## config.mk

```make
export PLATFORM = sky130hd
export DESIGN_NAME = hdlc_lpbk_ctrl
export DESIGN_NICKNAME = d
export VERILOG_FILES = /design/src/rtl/hdlc_lpbk_pkg.sv /design/src/rtl/hdlc_lpbk_regs.sv /design/src/rtl/hdlc_lpbk_steer.sv /design/src/rtl/hdlc_lpbk_sermux.sv /design/src/rtl/hdlc_lpbk_ctrl.sv
export SDC_FILE = /design/constraint.sdc
export NUM_CORES = 1
export LEC_CHECK = 0
export ABC_AREA = 1
export BUFFER_PORTS_ARGS = -buffer_cell sky130_fd_sc_hd__buf_2
export CORE_MARGIN = 1.5
export CORE_UTILIZATION = 48
export CTS_CLUSTER_DIAMETER = 50
export DETAILED_ROUTE_END_ITERATION = 10
export PLACE_DENSITY = 0.78
export SYNTH_ARGS = -nofsm -noshare
export SYNTH_HDL_FRONTEND = slang
export SYNTH_SLANG_ARGS = --single-unit
```

## constraint.sdc

```tcl
create_clock -name clk -period 1.3 [get_ports clk]
set_input_delay 0.13 -clock clk [delete_from_list [all_inputs] [get_ports clk]]
set_output_delay 0.13 -clock clk [all_outputs]
set_load 0.03 [all_outputs]
```

## src/rtl/hdlc_lpbk_pkg.sv

```systemverilog
package hdlc_lpbk_pkg;
  // register addresses
  localparam int unsigned ADR_CTRL  = 0;
  localparam int unsigned ADR_TEST  = 1;
  localparam int unsigned ADR_MATCH = 2;
  // control word bits
  localparam int unsigned BIT_RXEN = 0;
  localparam int unsigned BIT_TXEN = 1;
  // test word bits
  localparam int unsigned BIT_SRST = 0;
  localparam int unsigned BIT_R2T  = 1;
  localparam int unsigned BIT_T2R  = 2;
  // transmit FIFO tags
  localparam logic [1:0] TAG_MID      = 2'b00;
  localparam logic [1:0] TAG_GOOD_END = 2'b01;
  localparam logic [1:0] TAG_BAD_END  = 2'b10;
endpackage

```

## src/rtl/hdlc_lpbk_regs.sv

```systemverilog
module hdlc_lpbk_regs
  import hdlc_lpbk_pkg::*;
#(
  parameter int ADDR_W = 2,
  parameter int DATA_W = 8
) (
  input  logic              clk,
  input  logic              rst,
  input  logic              reg_wr_i,
  input  logic [ADDR_W-1:0] reg_addr_i,
  input  logic [DATA_W-1:0] reg_wdata_i,
  output logic              srst_o,
  output logic              rx_en_o,
  output logic              tx_en_o,
  output logic              r2t_o,
  output logic              t2r_o,
  output logic [DATA_W-1:0] match_o
);
  logic wr_ctrl, wr_test, wr_match, clr;
  logic srst_q, rx_en_q, tx_en_q, r2t_q, t2r_q;
  logic [DATA_W-1:0] match_q;

  assign wr_ctrl  = reg_wr_i && (reg_addr_i == ADDR_W'(ADR_CTRL));
  assign wr_test  = reg_wr_i && (reg_addr_i == ADDR_W'(ADR_TEST));
  assign wr_match = reg_wr_i && (reg_addr_i == ADDR_W'(ADR_MATCH));
  // held clear while soft reset is active or being set
  assign clr = srst_q || (wr_test && reg_wdata_i[BIT_SRST]);

  // the soft-reset bit is outside its own reset domain
  always_ff @(posedge clk) begin
    if (rst)          srst_q <= 1'b0;
    else if (wr_test) srst_q <= reg_wdata_i[BIT_SRST];
  end

  always_ff @(posedge clk) begin
    if (rst || clr) begin
      rx_en_q <= 1'b0;
      tx_en_q <= 1'b0;
      r2t_q   <= 1'b0;
      t2r_q   <= 1'b0;
      match_q <= '0;
    end else begin
      if (wr_ctrl) begin
        rx_en_q <= reg_wdata_i[BIT_RXEN];
        tx_en_q <= reg_wdata_i[BIT_TXEN];
      end
      if (wr_test) begin
        r2t_q <= reg_wdata_i[BIT_R2T];
        t2r_q <= reg_wdata_i[BIT_T2R];
      end
      if (wr_match) match_q <= reg_wdata_i;
    end
  end

  assign srst_o  = srst_q;
  assign rx_en_o = rx_en_q;
  assign tx_en_o = tx_en_q;
  assign r2t_o   = r2t_q;
  assign t2r_o   = t2r_q;
  assign match_o = match_q;

  assert_srst_sticky_R4: assert property (@(posedge clk) disable iff (rst)
    (srst_q && !wr_test) |=> srst_q);

  assert_held_clear_R3: assert property (@(posedge clk) disable iff (rst)
    srst_q |-> (!rx_en_q && !tx_en_q && !r2t_q && !t2r_q && match_q == '0));
endmodule

```

## src/rtl/hdlc_lpbk_steer.sv

```systemverilog
module hdlc_lpbk_steer
  import hdlc_lpbk_pkg::*;
#(
  parameter int DATA_W = 8
) (
  input  logic              clk,
  input  logic              rst,
  input  logic              hold_i,
  input  logic              r2t_i,
  input  logic              rx_vld_i,
  input  logic [DATA_W-1:0] rx_byte_i,
  input  logic              rx_ctl_i,
  input  logic              rx_eop_i,
  input  logic              rx_bad_i,
  input  logic              cpu_wr_i,
  input  logic [DATA_W-1:0] cpu_data_i,
  input  logic [1:0]        cpu_tag_i,
  output logic              cpu_busy_o,
  output logic              txf_wr_o,
  output logic [DATA_W-1:0] txf_data_o,
  output logic [1:0]        txf_tag_o
);
  logic              loop_go;
  logic [1:0]        loop_tag;
  logic              txf_wr_q, pend_q;
  logic [DATA_W-1:0] txf_data_q, pend_data_q;
  logic [1:0]        txf_tag_q, pend_tag_q;

  assign loop_go  = r2t_i && rx_vld_i && !rx_ctl_i && !hold_i;
  assign loop_tag = !rx_eop_i ? TAG_MID : (rx_bad_i ? TAG_BAD_END : TAG_GOOD_END);

  always_ff @(posedge clk) begin
    if (rst || hold_i) begin
      txf_wr_q    <= 1'b0;
      txf_data_q  <= '0;
      txf_tag_q   <= TAG_MID;
      pend_q      <= 1'b0;
      pend_data_q <= '0;
      pend_tag_q  <= TAG_MID;
    end else begin
      txf_wr_q <= loop_go || pend_q || cpu_wr_i;
      if (loop_go) begin
        txf_data_q <= rx_byte_i;
        txf_tag_q  <= loop_tag;
        if (cpu_wr_i) begin
          pend_q      <= 1'b1;
          pend_data_q <= cpu_data_i;
          pend_tag_q  <= cpu_tag_i;
        end
      end else if (pend_q) begin
        txf_data_q <= pend_data_q;
        txf_tag_q  <= pend_tag_q;
        pend_q     <= 1'b0;
      end else if (cpu_wr_i) begin
        txf_data_q <= cpu_data_i;
        txf_tag_q  <= cpu_tag_i;
      end
    end
  end

  assign cpu_busy_o = pend_q;
  assign txf_wr_o   = txf_wr_q;
  assign txf_data_o = txf_data_q;
  assign txf_tag_o  = txf_tag_q;

  assert_ctl_not_looped_R6: assert property (@(posedge clk) disable iff (rst || hold_i)
    (rx_vld_i && rx_ctl_i && !cpu_wr_i && !pend_q) |=> !txf_wr_q);

  assert_loop_first_R9: assert property (@(posedge clk) disable iff (rst || hold_i)
    (r2t_i && rx_vld_i && !rx_ctl_i && cpu_wr_i) |=>
      (txf_wr_q && pend_q && txf_data_q == $past(rx_byte_i)));

  assert_pend_drains_R9: assert property (@(posedge clk) disable iff (rst || hold_i)
    (pend_q && !(r2t_i && rx_vld_i && !rx_ctl_i)) |=> (!pend_q && txf_wr_q));
endmodule

```

## src/rtl/hdlc_lpbk_sermux.sv

```systemverilog
module hdlc_lpbk_sermux (
  input  logic clk,
  input  logic rst,
  input  logic t2r_i,
  input  logic rx_en_i,
  input  logic tx_en_i,
  input  logic tx_ser_i,
  input  logic ext_ser_i,
  output logic rx_ser_o
);
  logic sel, ser_q;

  assign sel = t2r_i && rx_en_i && tx_en_i;

  always_ff @(posedge clk) begin
    if (rst) ser_q <= 1'b0;
    else     ser_q <= sel ? tx_ser_i : ext_ser_i;
  end

  assign rx_ser_o = ser_q;

  assert_ext_path_R8: assert property (@(posedge clk) disable iff (rst)
    !(t2r_i && rx_en_i && tx_en_i) |=> (ser_q == $past(ext_ser_i)));

  assert_loop_path_R8: assert property (@(posedge clk) disable iff (rst)
    (t2r_i && rx_en_i && tx_en_i) |=> (ser_q == $past(tx_ser_i)));
endmodule

```

## src/rtl/hdlc_lpbk_ctrl.sv

```systemverilog
module hdlc_lpbk_ctrl #(
  parameter int ADDR_W = 2,
  parameter int DATA_W = 8
) (
  input  logic              clk,
  input  logic              rst,
  input  logic              reg_wr_i,
  input  logic [ADDR_W-1:0] reg_addr_i,
  input  logic [DATA_W-1:0] reg_wdata_i,
  output logic              hdlc_rst_o,
  output logic              rx_en_o,
  output logic              tx_en_o,
  output logic [DATA_W-1:0] match_addr_o,
  input  logic              rx_byte_vld_i,
  input  logic [DATA_W-1:0] rx_byte_i,
  input  logic              rx_byte_ctl_i,
  input  logic              rx_byte_eop_i,
  input  logic              rx_byte_bad_i,
  input  logic              cpu_tx_wr_i,
  input  logic [DATA_W-1:0] cpu_tx_data_i,
  input  logic [1:0]        cpu_tx_tag_i,
  output logic              cpu_tx_busy_o,
  output logic              txf_wr_o,
  output logic [DATA_W-1:0] txf_data_o,
  output logic [1:0]        txf_tag_o,
  input  logic              tx_ser_i,
  input  logic              ext_rx_ser_i,
  output logic              rx_ser_o
);
  logic srst, rx_en, tx_en, r2t, t2r;

  hdlc_lpbk_regs #(.ADDR_W(ADDR_W), .DATA_W(DATA_W)) u_regs (
    .clk(clk), .rst(rst), .reg_wr_i(reg_wr_i), .reg_addr_i(reg_addr_i),
    .reg_wdata_i(reg_wdata_i), .srst_o(srst), .rx_en_o(rx_en), .tx_en_o(tx_en),
    .r2t_o(r2t), .t2r_o(t2r), .match_o(match_addr_o)
  );

  hdlc_lpbk_steer #(.DATA_W(DATA_W)) u_steer (
    .clk(clk), .rst(rst), .hold_i(srst), .r2t_i(r2t),
    .rx_vld_i(rx_byte_vld_i), .rx_byte_i(rx_byte_i), .rx_ctl_i(rx_byte_ctl_i),
    .rx_eop_i(rx_byte_eop_i), .rx_bad_i(rx_byte_bad_i),
    .cpu_wr_i(cpu_tx_wr_i), .cpu_data_i(cpu_tx_data_i), .cpu_tag_i(cpu_tx_tag_i),
    .cpu_busy_o(cpu_tx_busy_o), .txf_wr_o(txf_wr_o), .txf_data_o(txf_data_o),
    .txf_tag_o(txf_tag_o)
  );

  hdlc_lpbk_sermux u_mux (
    .clk(clk), .rst(rst), .t2r_i(t2r), .rx_en_i(rx_en), .tx_en_i(tx_en),
    .tx_ser_i(tx_ser_i), .ext_ser_i(ext_rx_ser_i), .rx_ser_o(rx_ser_o)
  );

  assign hdlc_rst_o = srst;
  assign rx_en_o    = rx_en;
  assign tx_en_o    = tx_en;
endmodule

```

==> flow_summary.ini <==
[clock_tree]
root_buffer = clkbuf_4
cts_buffers = 5
insertion_delay_ns = 0.34
clock_sinks = 36
clk_pin_slew_ns = 0.11
cts_max_level = 2
ctsLongestPathBuffers = 2
cts_tree = yes

[drt]
first_pass_iters = 5
vias_per_cell = 5.15
finalWirelength_um = 4170
first_iter_violations = 147
drt-wirelength-per-cell_um = 12.0
ant_nets = 0
vias = 1791
drc = 0

[worst_hold_path]
min-delay-start = ext_rx_ser_i
hold_class = in -> reg
worst_hold_path.endpoint = u_mux.rx_ser_o
whs_path_depth = 3

[placement]
place_congestion = 0.844
place_ws_ns = 0.133
place_area_um2 = 2020
hpwlAfterDp_um = 2950
port_buffers = 61
dp.cells = 338

[run_status]
run_status = finished clean

[grt]
antenna_found_initial = 0
grt_pass1_vias = 1501
grt-ovfl-total = 0
grt_max_degree = 16
track_usage_pct = 21.6
grt_pass1_wl_um = 6740

[logic_synthesis]
syn-cell-area_um2 = 1680
yosys.area_share.simple_pct = 41.6
yosys.area_share.xor_xnor_pct = 0
avgSynthCellArea_um2 = 7.11
synth_area_leaders = dfxtp_1, nand2_1, nand4_1, a21oi_1, nand3_1
yosys.area_share.adder_pct = 0
ys_warn_count = 0
yosys.area.top_type_share_pct = 43.0
syn_inst = 236
synth_compound_area_share_pct = 9.25
yosys.area.top_type = dfxtp_1
synthMuxAreaShare_pct = 0
seq_area_frac_synth_pct = 43.0
ys_types = 19
synth_top_family_by_area = simple AND/OR/NAND/NOR gates
yosys_register_bits = 36
syn-num-nets = 274

[timing]
setup_ws_ns = 0.0598
hold-worst-slack_ns = 0.0371
period_needed_ns = 1.24
period_share_pct = 95.4
worstMarginPinSlew_ns = 0.415
setup_viol = 0
clock.fmax_ghz = 0.806
clock_skew_ns = 0.00564
max-slew-margin-rel_pct = 72.3
final-hold-violation-count = 0
rsz0062_at_grt = true
slew_violations = 0

[finish]
finalCoreUtilization_pct = 63.4
area_growth_pct = 26.0
final_nets = 339
final_cell_area_um2 = 2110
drive_gt1_share_pct = 28.8
fill_cells = 329
fin_cells = 348
antenna_cells = 0

[critical_path]
r2r_start = u_regs.srst_o
cp_max_fo = 12
critPathLaunchType = primary input
worstPathArrival_ns = 1.50
r2r_cells = 5
r2r_slack_ns = 0.09
critPathKind = in -> reg
cp_data_required_time_ns = 1.56
crit_path_end_kind = register
r2r_end = u_steer.txf_data_o[7]

[flow_run]
cap_violations = 0

[floorplan]
fp.coreArea_um2 = 3340
die_y_um = 62.1
start_util_pct = 50.3
rows = 21
pin_count = 62
die-area_um2 = 3860
die_w_um = 62.1

[pwr]
power.density_nw_per_um2 = 1020
cellLeakagePower_nw = 1.03
ir_drop_mv = 0.573
[kinds of logic (layout without fill, tap and decap cells)]
group	after synthesis	in the layout
AO/OA/AOI/OAI	26	27
AND/OR/NAND/NOR	154	154
flip-flops	36	36
buffers and inverters	20	85
[critical path, cell delays in order]
cell and delay, ns:
dlygate4sd3_1 0.54, buf_2 0.15, nor2_1 0.16, nand2_1 0.29, a21oi_1 0.23
[power by group]
part	switching (mW)	internal, mW
clock network	0.370	0.257
logic	0.242	0.128
registers	0.0193	1.14
[layout by cell type (no fill, tap or decap), types with 2 or more instances in the layout]
master	count
nand2_1	97
buf_2	61
dfxtp_1	36
a21oi_1	24
nand4_1	22
nand3_1	22
nor2_1	6
buf_4	6
clkbuf_4	5
inv_1	4
inv_2	3
nor2_4	2
nand3b_1	2
clkinv_2	2
[synth_stat cells]
master	number
nand3_1	22
inv_1	4
buf_2	5
a21boi_4	1
nand3b_1	2
nand2_4	1
nor2_4	2
nand4_1	22
a21oi_4	1
nand3_2	1
buf_4	2
buf_6	2
dfxtp_1	36
inv_2	4
nor3_1	1
nor2_1	6
a21oi_1	24
nand2_1	97
clkbuf_1	3
[through the flow]
step           TNS [ns]  total power [mW]
2_1_floorplan         0              1.41
3_3_place_gp          0              1.54
3_5_place_dp          0              1.54
4_1_cts               0              2.16
5_1_grt        -0.00474              2.27
6_report              0              2.16
[layer usage]
layer  share of wire, %  routed length (um)  track usage [%]  vias up
met3                4.9                 203             4.35        9
met5                  0                   0                0        -
met2                 45                1890             31.9       59
met4                2.1                  89             10.8        0
met1                 48                1980             30.1      800
li1                   -                   -                -      923
[how the worst max path moves through the flow]
stage	startpoint	to	slack, ns
after CTS	u_regs.srst_o	u_steer.txf_data_o[7]	0.08
after detailed placement	u_regs.r2t_o	u_steer.txf_data_o[7]	0.13
final	rst	u_regs.match_o[2]	0.06
after floorplan	u_regs.srst_o	u_steer.pend_data_q[0]	0.04
after global placement	u_regs.srst_o	u_steer.txf_data_o[6]	0.14
after global routing	rst	u_regs.match_o[7]	-0.005
[area by class of cell]
| type | count | area, um2 | area share [%] |
|---|---|---|---|
| Clock inverter | 2 | 10.0 | 0.473 |
| Timing Repair Buffer | 69 | 372 | 17.6 |
| Sequential cell | 36 | 721 | 34.1 |
| Inverter | 8 | 32.5 | 1.54 |
| Tap cell | 46 | 57.6 | 2.72 |
| Clock buffer | 6 | 51.3 | 2.43 |
| Multi-Input combinational cell | 181 | 871 | 41.2 |
[flip-flops by register name (all words and copies together), names as in the netlist, 2 cells and up]
signal / count
u_steer.txf_tag_o: 2
u_steer.txf_data_o: 8
u_regs.match_o: 8
u_steer.pend_data_q: 8
u_steer.pend_tag_q: 2
[repair_timing]
action,4_1_cts,5_1_grt
setup buffers,0,0
resized for setup,0,3
hold buffers,1,0
endpoints found under the hold margin,3,0
endpoints found under the setup margin,0,9
No activity file was read; power rests on OpenSTA's default activity.
